[config.mk]
export PLATFORM = sky130hd
export DESIGN_NAME = bootmap_top
export DESIGN_NICKNAME = d
export VERILOG_FILES = /design/src/rtl/bootmap_pkg.sv /design/src/rtl/bootmap_ctrl.sv /design/src/rtl/bootmap_datapath.sv /design/src/rtl/bootmap_top.sv
export SDC_FILE = /design/constraint.sdc
export NUM_CORES = 1
export LEC_CHECK = 0
export BUFFER_PORTS_ARGS = -buffer_cell sky130_fd_sc_hd__buf_2
export CORE_ASPECT_RATIO = 0.6
export CORE_UTILIZATION = 35
export DETAILED_ROUTE_END_ITERATION = 7
export PLACE_DENSITY = 0.7
export SYNTH_ARGS = -nofsm -noshare
export SYNTH_HDL_FRONTEND = slang
export SYNTH_HIERARCHICAL = 1
export SYNTH_SLANG_ARGS = --single-unit
export TNS_END_PERCENT = 50
[constraint.sdc]
create_clock -name clk -period 3 [get_ports clk]
set_clock_uncertainty 0.15 [all_clocks]
set_input_delay 0.15 -clock clk [delete_from_list [all_inputs] [get_ports clk]]
set_output_delay 0.15 -clock clk [all_outputs]
set_load 0.05 [all_outputs]
[src/rtl/bootmap_pkg.sv]
package bootmap_pkg;

  localparam int ADDR_W     = 16;
  localparam int NUM_BLOCKS = 5;
  localparam int BLK_IDX_W  = $clog2(NUM_BLOCKS);
  localparam int ROM_LOG2   = 11;   // 2 KB overlay window at the top

  typedef enum logic [1:0] {
    OP_IDLE       = 2'b00,
    OP_PROG       = 2'b01,
    OP_BLK_ERASE  = 2'b10,
    OP_CHIP_ERASE = 2'b11
  } cmdOp_e;

  typedef struct packed {
    logic progGo;
    logic blockEraseGo;
    logic chipEraseGo;
    logic reject;
  } ctrlStrobes_t;

  // Two 8 KB blocks below 0x4000, then three 16 KB blocks.
  function automatic logic [BLK_IDX_W-1:0] blockIndex(input logic [ADDR_W-1:0] addr);
    logic [BLK_IDX_W-1:0] idx;
    if (addr[ADDR_W-1:ADDR_W-2] == 2'b00)
      idx = BLK_IDX_W'(addr[ADDR_W-3]);
    else
      idx = BLK_IDX_W'(addr[ADDR_W-1:ADDR_W-2]) + BLK_IDX_W'(1);
    return idx;
  endfunction

endpackage

[src/rtl/bootmap_ctrl.sv]
module bootmap_ctrl
  import bootmap_pkg::*;
#(
  parameter int CLK_MHZ  = 30,
  parameter int READY_US = 5
) (
  input  logic         clk,
  input  logic         rstN,
  input  logic         strapProgN,
  input  logic         strapLatch,
  input  logic         strapExtAccess,
  input  logic [7:0]   statusByte,
  input  logic         auxWrEn,
  input  logic [7:0]   auxWrData,
  input  logic         cmdValid,
  input  logic [1:0]   cmdOp,
  output logic         enboot,
  output logic         pwrValid,
  output ctrlStrobes_t strobes
);

  localparam int READY_CYCLES = CLK_MHZ * READY_US;
  localparam int CNT_W        = $clog2(READY_CYCLES + 1);
  localparam logic [CNT_W-1:0] CNT_LAST = CNT_W'(READY_CYCLES - 1);

  logic             bootAtReset;
  logic             clearWrite;
  logic [CNT_W-1:0] rampCnt;
  cmdOp_e           opCode;

  assign bootAtReset = (|statusByte) || (!strapProgN && strapLatch && strapExtAccess);
  assign clearWrite  = auxWrEn && !auxWrData[7];
  assign opCode      = cmdOp_e'(cmdOp);

  // Boot switch: decided from straps while reset is held, then by software.
  always_ff @(posedge clk) begin
    if (!rstN)        enboot <= bootAtReset;
    else if (auxWrEn) enboot <= auxWrData[7];
  end

  // Ready delay after each turn-on.
  always_ff @(posedge clk) begin
    if (!rstN) begin
      rampCnt  <= '0;
      pwrValid <= 1'b0;
    end else if (clearWrite) begin
      rampCnt  <= '0;
      pwrValid <= 1'b0;
    end else if (enboot && !pwrValid) begin
      if (rampCnt == CNT_LAST) pwrValid <= 1'b1;
      else                     rampCnt  <= rampCnt + CNT_W'(1);
    end
  end

  // Command gating against the current ready flag.
  always_comb begin
    strobes              = '0;
    strobes.reject       = cmdValid && (opCode != OP_IDLE) && !pwrValid;
    strobes.progGo       = cmdValid && (opCode == OP_PROG) && pwrValid;
    strobes.blockEraseGo = cmdValid && (opCode == OP_BLK_ERASE) && pwrValid;
    strobes.chipEraseGo  = cmdValid && (opCode == OP_CHIP_ERASE) && pwrValid;
  end

  p_pwr_needs_boot_r5: assert property (@(posedge clk) disable iff (!rstN)
    pwrValid |-> enboot);

  p_pwr_rise_after_boot_r5: assert property (@(posedge clk) disable iff (!rstN)
    $rose(pwrValid) |-> $past(enboot));

  p_clear_drops_pwr_r6: assert property (@(posedge clk) disable iff (!rstN)
    auxWrEn && !auxWrData[7] |=> !pwrValid && !enboot);

endmodule

[src/rtl/bootmap_datapath.sv]
module bootmap_datapath
  import bootmap_pkg::*;
(
  input  logic                  clk,
  input  logic                  rstN,
  input  logic [ADDR_W-1:0]     fetchAddr,
  input  logic [ADDR_W-1:0]     cmdAddr,
  input  logic                  enboot,
  input  logic                  pwrValid,
  input  ctrlStrobes_t          strobes,
  output logic [NUM_BLOCKS-1:0] flashSel,
  output logic                  romSel,
  output logic [NUM_BLOCKS-1:0] progStrobe,
  output logic [NUM_BLOCKS-1:0] eraseStrobe,
  output logic                  cmdError,
  output logic [7:0]            auxRdData
);

  localparam int BOOT_BIT = 7;
  localparam int PWR_BIT  = 5;

  logic                  inOverlay;
  logic [BLK_IDX_W-1:0]  fetchIdx;
  logic [BLK_IDX_W-1:0]  cmdIdx;
  logic [NUM_BLOCKS-1:0] cmdOneHot;

  assign inOverlay = enboot && (&fetchAddr[ADDR_W-1:ROM_LOG2]);
  assign fetchIdx  = blockIndex(fetchAddr);
  assign cmdIdx    = blockIndex(cmdAddr);
  assign romSel    = inOverlay;

  for (genvar b = 0; b < NUM_BLOCKS; b++) begin : g_blk
    assign flashSel[b]  = !inOverlay && (fetchIdx == BLK_IDX_W'(b));
    assign cmdOneHot[b] = (cmdIdx == BLK_IDX_W'(b));
  end

  always_ff @(posedge clk) begin
    if (!rstN) begin
      progStrobe  <= '0;
      eraseStrobe <= '0;
      cmdError    <= 1'b0;
    end else begin
      progStrobe  <= strobes.progGo ? cmdOneHot : '0;
      eraseStrobe <= strobes.chipEraseGo  ? {NUM_BLOCKS{1'b1}} :
                     strobes.blockEraseGo ? cmdOneHot : '0;
      cmdError    <= strobes.reject;
    end
  end

  always_comb begin
    auxRdData           = '0;
    auxRdData[BOOT_BIT] = enboot;
    auxRdData[PWR_BIT]  = pwrValid;
  end

  p_single_target_r1: assert property (@(posedge clk) disable iff (!rstN)
    $countones({romSel, flashSel}) == 1);

  p_rom_needs_boot_r2: assert property (@(posedge clk) disable iff (!rstN)
    romSel |-> enboot);

  p_refuse_quiet_r10: assert property (@(posedge clk) disable iff (!rstN)
    strobes.reject |=> cmdError && (progStrobe == '0) && (eraseStrobe == '0));

  p_erase_shape_r9: assert property (@(posedge clk) disable iff (!rstN)
    (eraseStrobe != '0) |-> ($onehot(eraseStrobe) || (&eraseStrobe)));

  p_one_outcome_r7: assert property (@(posedge clk) disable iff (!rstN)
    $onehot0({|progStrobe, |eraseStrobe, cmdError}));

endmodule

[src/rtl/bootmap_top.sv]
module bootmap_top
  import bootmap_pkg::*;
#(
  parameter int CLK_MHZ  = 30,
  parameter int READY_US = 5
) (
  input  logic        clk,
  input  logic        rstN,
  input  logic        strapProgN,
  input  logic        strapLatch,
  input  logic        strapExtAccess,
  input  logic [7:0]  statusByte,
  input  logic [15:0] fetchAddr,
  output logic [4:0]  flashSel,
  output logic        romSel,
  input  logic        auxWrEn,
  input  logic [7:0]  auxWrData,
  output logic [7:0]  auxRdData,
  output logic        pwrValid,
  input  logic        cmdValid,
  input  logic [1:0]  cmdOp,
  input  logic [15:0] cmdAddr,
  output logic [4:0]  progStrobe,
  output logic [4:0]  eraseStrobe,
  output logic        cmdError
);

  logic         enboot;
  ctrlStrobes_t strobes;

  bootmap_ctrl #(.CLK_MHZ(CLK_MHZ), .READY_US(READY_US)) ctrl_i (
    .clk(clk), .rstN(rstN),
    .strapProgN(strapProgN), .strapLatch(strapLatch), .strapExtAccess(strapExtAccess),
    .statusByte(statusByte),
    .auxWrEn(auxWrEn), .auxWrData(auxWrData),
    .cmdValid(cmdValid), .cmdOp(cmdOp),
    .enboot(enboot), .pwrValid(pwrValid), .strobes(strobes)
  );

  bootmap_datapath dp_i (
    .clk(clk), .rstN(rstN),
    .fetchAddr(fetchAddr), .cmdAddr(cmdAddr),
    .enboot(enboot), .pwrValid(pwrValid), .strobes(strobes),
    .flashSel(flashSel), .romSel(romSel),
    .progStrobe(progStrobe), .eraseStrobe(eraseStrobe),
    .cmdError(cmdError), .auxRdData(auxRdData)
  );

endmodule

==> metrics, run 1 <==
status=finished, final reports clean; Sink Count=21; post-CTS setup buffer count=0; Post-CTS Hold Buffers=0; worst reg2reg startpoint=ctrl_i/rampCnt[3]; Worst slew margin=62.3%; main flop type after synthesis=dfxtp_1; Max VDD drop=between 0.2 and 0.25 mV; DP HPWL=1990 microns; wire per inst=11.4 microns; Post-Synthesis Cells=roughly 130; Max-Cap Viols=0; Clock transition at path regs=0.07 ns; Worst Hold Class=in2reg; TNS Setup=0 ns; Pre-antenna DRT Iters=4; Antenna Cells=0; Reg2Reg Capture Point=ctrl_i/rampCnt[0]; synth top area cells=dfxtp_1 (33%), ha_1 (11%), buf_4 (5.0%), a21oi_1 (3.7%), edfxtp_1 (2.5%); Yosys reg bits=21; fin crit share=roughly 60%; Ports=83; fmax=556 MHz; initial DRC count=62; cells on worst reg2reg path=3; row cnt=16; TritonCTS Buffers=3; IO Port Bufs=between 40 and 50; Seq/Total Area, Yosys=between 30% and 40%; DRC=0; root buf cell=clkbuf_8; post-synth top area share=between 30% and 40%; final WL=2510 microns; Tmin final=between 1.5 and 2 ns; gr ovfl total=0; core area=0.00326 sq mm; final hold vios=0; largest net degree at the start of global routing=16; vias in the first global route=848; yosys warns=6; worst path required time=roughly 2.7 ns; H-tree levels=1; worst-skew pair later-pin latency=0.26 ns; P per Cell Area=between 400 and 500 mW/mm^2; die height=47.5 microns; measured slew at the worst slew-check pin=0.558 ns; Distinct cells, synth=42; Setup Crit Path Kind=reg2out; Post-synth EDFFs=1; Pleak=0.000674 uW; pre-CTS setup slack=1.39 ns; synthesized area=0.00121 sq mm; Antenna Nets Post-Route=0; CP startpoint kind=register; Final Wtd Congestion=0.789; final worst slack=1.20 ns; Initial Util=37.0%; via/cell ratio=~4.7; hold_sp=auxWrEn; Nets=245; layout cells sized above 1=33.0%; CTS max path bufs=2; share of synthesized registers carrying an async set or reset=0%; cell accounting for the most synthesized area=dfxtp_1; WP data arrival=1.50 ns; post-CTS sizing=0; most frequent cells in the layout=buf_2 (45), dfxtp_1 (20), ha_1 (11), a21oi_1 (9), nand2_1 (8); initial antenna violation count=0; WHS Path Cells=2; Slew Viols, Final=0; r2r setup slk=around 1.4 ns; via count=1042; Die X-Extent=77.8 microns; RSZ-0062 raised after global routing=false; first-pass GRT wire length=3830 microns; Worst Setup End Kind=output pin; Setup-failing EPs final=0; syn_area_per_cell=9.21 sq um; CTS tree=done; All-Layer GR Usage=13.7%; most common cell after layout, fill and taps aside=buf_2; DIE AREA=0.00369 sq mm; crit-path max FO=7; Hold Path End=ctrl_i/enboot; Area growth syn-to-layout=23.2%
[sequential cells by signal (all words and copies together), names as in the netlist]
signal	cells
ctrl_i/pwrValid	1
dp_i/cmdError	1
dp_i/progStrobe	5
ctrl_i/rampCnt	8
ctrl_i/enboot	1
dp_i/eraseStrobe	5
[metal layers]
| layer | up-vias | routed length [microns] | track usage (%) |
|---|---|---|---|
| met3 | 2 | 114 | 4.76 |
| met2 | 32 | 977 | 19.1 |
| met1 | 455 | 1410 | 19.8 |
| met4 | 0 | 10 | 3.77 |
| li1 | 553 | - | - |
| met5 | - | 0 | 0 |
[through the flow]
| step | std cells | total power [uW] | hold slack [ns] | cell area, sq um | util [%] |
|---|---|---|---|---|---|
| floorplan | 136 | 389 | 0.163 | 1220 | - |
| global placement | 217 | 415 | 0.300 | 1440 | 44.2 |
| detailed placement | 217 | 416 | 0.306 | 1440 | 44.2 |
| CTS | 221 | 598 | 0.0349 | 1490 | 45.6 |
| global route | 221 | 624 | 0.0354 | 1490 | 45.6 |
| finish | 221 | 595 | 0.0402 | 1490 | 45.6 |
[synth_stat cells (2+ instances only)]
master / count
inv_1: 7
a31oi_1: 2
nor2b_1: 4
o21ai_1: 3
o31ai_1: 2
nand4b_1: 2
a21oi_1: 9
nand4_1: 2
buf_4: 8
or4_1: 2
and3_1: 4
nand3_1: 5
nor2_1: 5
ha_1: 11
and2_1: 2
mux2i_1: 2
nor4_1: 4
or3_1: 2
o21ai_0: 4
dfxtp_1: 20
nand2_1: 8
o211ai_1: 2
nor3_1: 2
[layout make-up]
cell class	instances	area, sq um
fillers	310	1780
multi-input cells	98	699
flip-flops and latches	21	430
repair buffers	45	225
well taps	45	56.3
clock buffers	4	45.0
inverters	8	30.0
[where the power goes]
group	switching, uW	leakage (uW)	internal, uW	total, uW
registers	6.54	0.000171	286	293
logic	78.9	0.000480	38.1	117
clock network	90.7	0.0000228	94.7	185
[how the worst max path moves through the flow]
stage / startpoint / end / slack (ns) / cells past startpoint
global placement: fetchAddr[14] / flashSel[1] / 1.39 / 6
global route: ctrl_i/enboot / flashSel[1] / 1.10 / 4
detailed placement: fetchAddr[14] / flashSel[1] / 1.39 / 6
finish: ctrl_i/enboot / flashSel[0] / 1.20 / 4
CTS: ctrl_i/enboot / flashSel[0] / 1.18 / 4
floorplan: ctrl_i/enboot / flashSel[0] / 0.46 / 3
[critical path, cell delays in order, from the launching register on]
cell and delay, ns:
edfxtp_1 0.50, nand4_1 0.15, nor3_2 0.07, nor4_1 0.21, buf_2 0.30
[cells by family (layout without fill, tap and decap cells)]
logic type	Yosys count	in the layout	share of synthesized area, %
AOI/OAI and AO/OA	24	24	12.0
adders and majority gates	11	11	11.4
buffers and inverters	17	57	7.88
DFF	21	21	35.7
muxes	4	4	3.84
other	1	6	0.311
and+or+nand+nor	53	53	28.8
Power figures use the tool's default switching activity.
==> run 2: changes to the inputs <==
ABC_AREA = 1   (was not set)
clock period = 1.63 ns   (was 3 ns; I/O delays follow)
==> metrics, run 2 <==
via count=around 1300; main flop type after synthesis=dfxtp_1; worst-skew pair later-pin latency=0.25 ns; CP most frequent cell=dlygate4sd3_1; Largest register FFs=8; Clock transition at path regs=0.07 ns; Worst Setup End Kind=register; initial antenna violation count=0; Sink Count=21; Tmin final=1.52 ns; DP HPWL=about 2300 microns; synth top area cells=dfxtp_1 (30%), nand2_1 (11%), ha_1 (10%), inv_1 (7.9%), nor2_1 (7.7%); worst path required time=1.63 ns; share of synthesized registers carrying an async set or reset=0%; CTS max path bufs=2; All-Layer GR Usage=15.2%; Regs by FF count=ctrl_i/rampCnt x8, dp_i/eraseStrobe x5, dp_i/progStrobe x5; H-tree levels=1; Finished Cell Area=0.00166 sq mm; hold_ws=about 0.017 ns; wire per inst=9.84 microns; yosys warns=6; power share of the clock group=30.0%; via/cell ratio=about 4.5; Ports=83; Die X-Extent=81.4 microns; crit-path max FO=3; Final Wtd Congestion=0.817; share of power burned in registers=48.5%; Worst Hold Class=in2reg; Setup Crit Path Kind=in2reg; Initial Util=38.7%; Post-synth EDFFs=1; Area growth syn-to-layout=25.0%; final WL=2770 microns; root buf cell=clkbuf_8; Comb power frac=21.5%; IO Port Bufs=45; synthesized area=0.00132 sq mm; RSZ-0062 raised after global routing=false; Storage cell area=~430 sq um; most common cell after layout, fill and taps aside=buf_2; WP data arrival=between 1.5 and 2 ns; status=finished, final reports clean; initial DRC count=82; CP max stage cell=dlygate4sd3_1; CP Cell Sequence=dlygate4sd3_1, buf_2, nand2_2, o21ai_2, dlygate4sd3_1, nand2_1, nor2_1; core area=0.00342 sq mm; die height=49.6 microns; commonest cells in the netlist=nand2_1 (38), inv_1 (28), nor2_1 (27), dfxtp_1 (20), ha_1 (11); Pleak=0.000830 uW; Slew Viols, Final=0; layout cells sized above 1=30.1%; Area after DPL=0.00156 sq mm; P per Cell Area=about 670 mW/mm^2; fin crit share=between 90% and 100%; Yosys reg bits=21; largest net degree at the start of global routing=12; Post-Synthesis Cells=186; Distinct cells, synth=26; first-pass GRT wire length=4750 microns; count leader, synth=nand2_1; Pre-antenna DRT Iters=4; Nets=just over 300; Filler cells=350; post-synth top area share=30.2%; Critical Path Max Stage Delay=0.56 ns; Max VDD drop=between 0.5 and 0.6 mV; Top Family by Delay on Critical Path=buffers and inverters; gr ovfl total=0; Int Pwr=775 uW; switching part of the total=29.9%; CP startpoint kind=input port; final hold vios=0; DRC=0; post-CTS setup buffer count=0; CTS tree=done; Antenna Nets Post-Route=0; multi-input logic area=731 sq um; Setup-failing EPs final=0; DIE AREA=0.00404 sq mm; row cnt=16; vias in the first global route=1086; fmax=658 MHz; most frequent cells in the layout=buf_2 (45), nand2_1 (38), inv_1 (28), nor2_1 (26), dfxtp_1 (19); TritonCTS Buffers=3; cell accounting for the most synthesized area=dfxtp_1; Seq/Total Area, Yosys=32.5%; TNS Setup=0 ns; Antenna Cells=0; WP buf/inv=3; Sw Pwr=331 uW; Top reg by flops=ctrl_i/rampCnt; Max-Cap Viols=0; syn_area_per_cell=7.12 sq um
==> run 2: per-layer routing <==
layer / global-route usage [%] / share of wire (%)
met1: 23.0 / 51
met2: 21.5 / 40
met3: 4.81 / 9.3
met4: 0.893 / 0
met5: 0 / 0
==> run 2: logic make-up after synthesis <==
| kind of cell | count (synthesis) | synth area share [%] |
|---|---|---|
| xor gates and xnor gates | 1 | 0.662 |
| AOI/OAI and AO/OA | 16 | 7.18 |
| adders and majority gates | 11 | 10.4 |
| buffers and inverters | 40 | 14.2 |
| and+or+nand+nor | 96 | 34.8 |
| other | 1 | 0.283 |
| DFF | 21 | 32.5 |
==> run 2: metrics by stage <==
stage / instances / util (%) / power [uW] / worst slack (ns)
2_1_floorplan: 191 / - / 724 / -0.0364
6_report: 281 / 48.4 / 1110 / 0.110
3_5_place_dp: 272 / 45.4 / 774 / 0.139
4_1_cts: 281 / 48.2 / 1120 / 0.105
5_1_grt: 281 / 48.4 / 1170 / 0.0160
3_3_place_gp: 272 / 45.4 / 773 / 0.186
==> run 2: path summary, 6_finish.rpt <==
check                  endpoint               from  cells past startpoint  slack, ns
max          dp_i/progStrobe[1]        cmdAddr[13]                      7       0.11
min               dp_i/cmdError           cmdValid                      5       0.02
max reg2reg  dp_i/progStrobe[0]    ctrl_i/pwrValid                      4       0.18
min reg2reg   ctrl_i/rampCnt[1]  ctrl_i/rampCnt[1]                      2       0.37
==> run 2: power groups by stage <==
stage	Sequential, uW	Clock, uW	Combinational [uW]
floorplan	550	0	173
global placement	549	0	224
detailed placement	549	0	225
CTS	536	350	236
global route	539	372	262
finish	537	332	238
==> run 2: tightest hold or removal path: stages <==
cell	delay, ns
buf_2	0.10
inv_1	0.06
nor3_1	0.05
nand2_1	0.05
inv_1	0.03
==> run 2: cell type report <==
type | instances | share of cell area [%]
Clock buffer | 4 | 2.72
Timing Repair Buffer | 50 | 16.6
Multi-Input combinational cell | 130 | 44.1
Tap cell | 45 | 3.40
Inverter | 31 | 7.03
Sequential cell | 21 | 26.1
==> run 2: repair_timing <==
item,CTS,global route
gates resized for setup,0,2
setup endpoints to repair,0,4
hold buffers,5,0
hold endpoints to repair,6,0
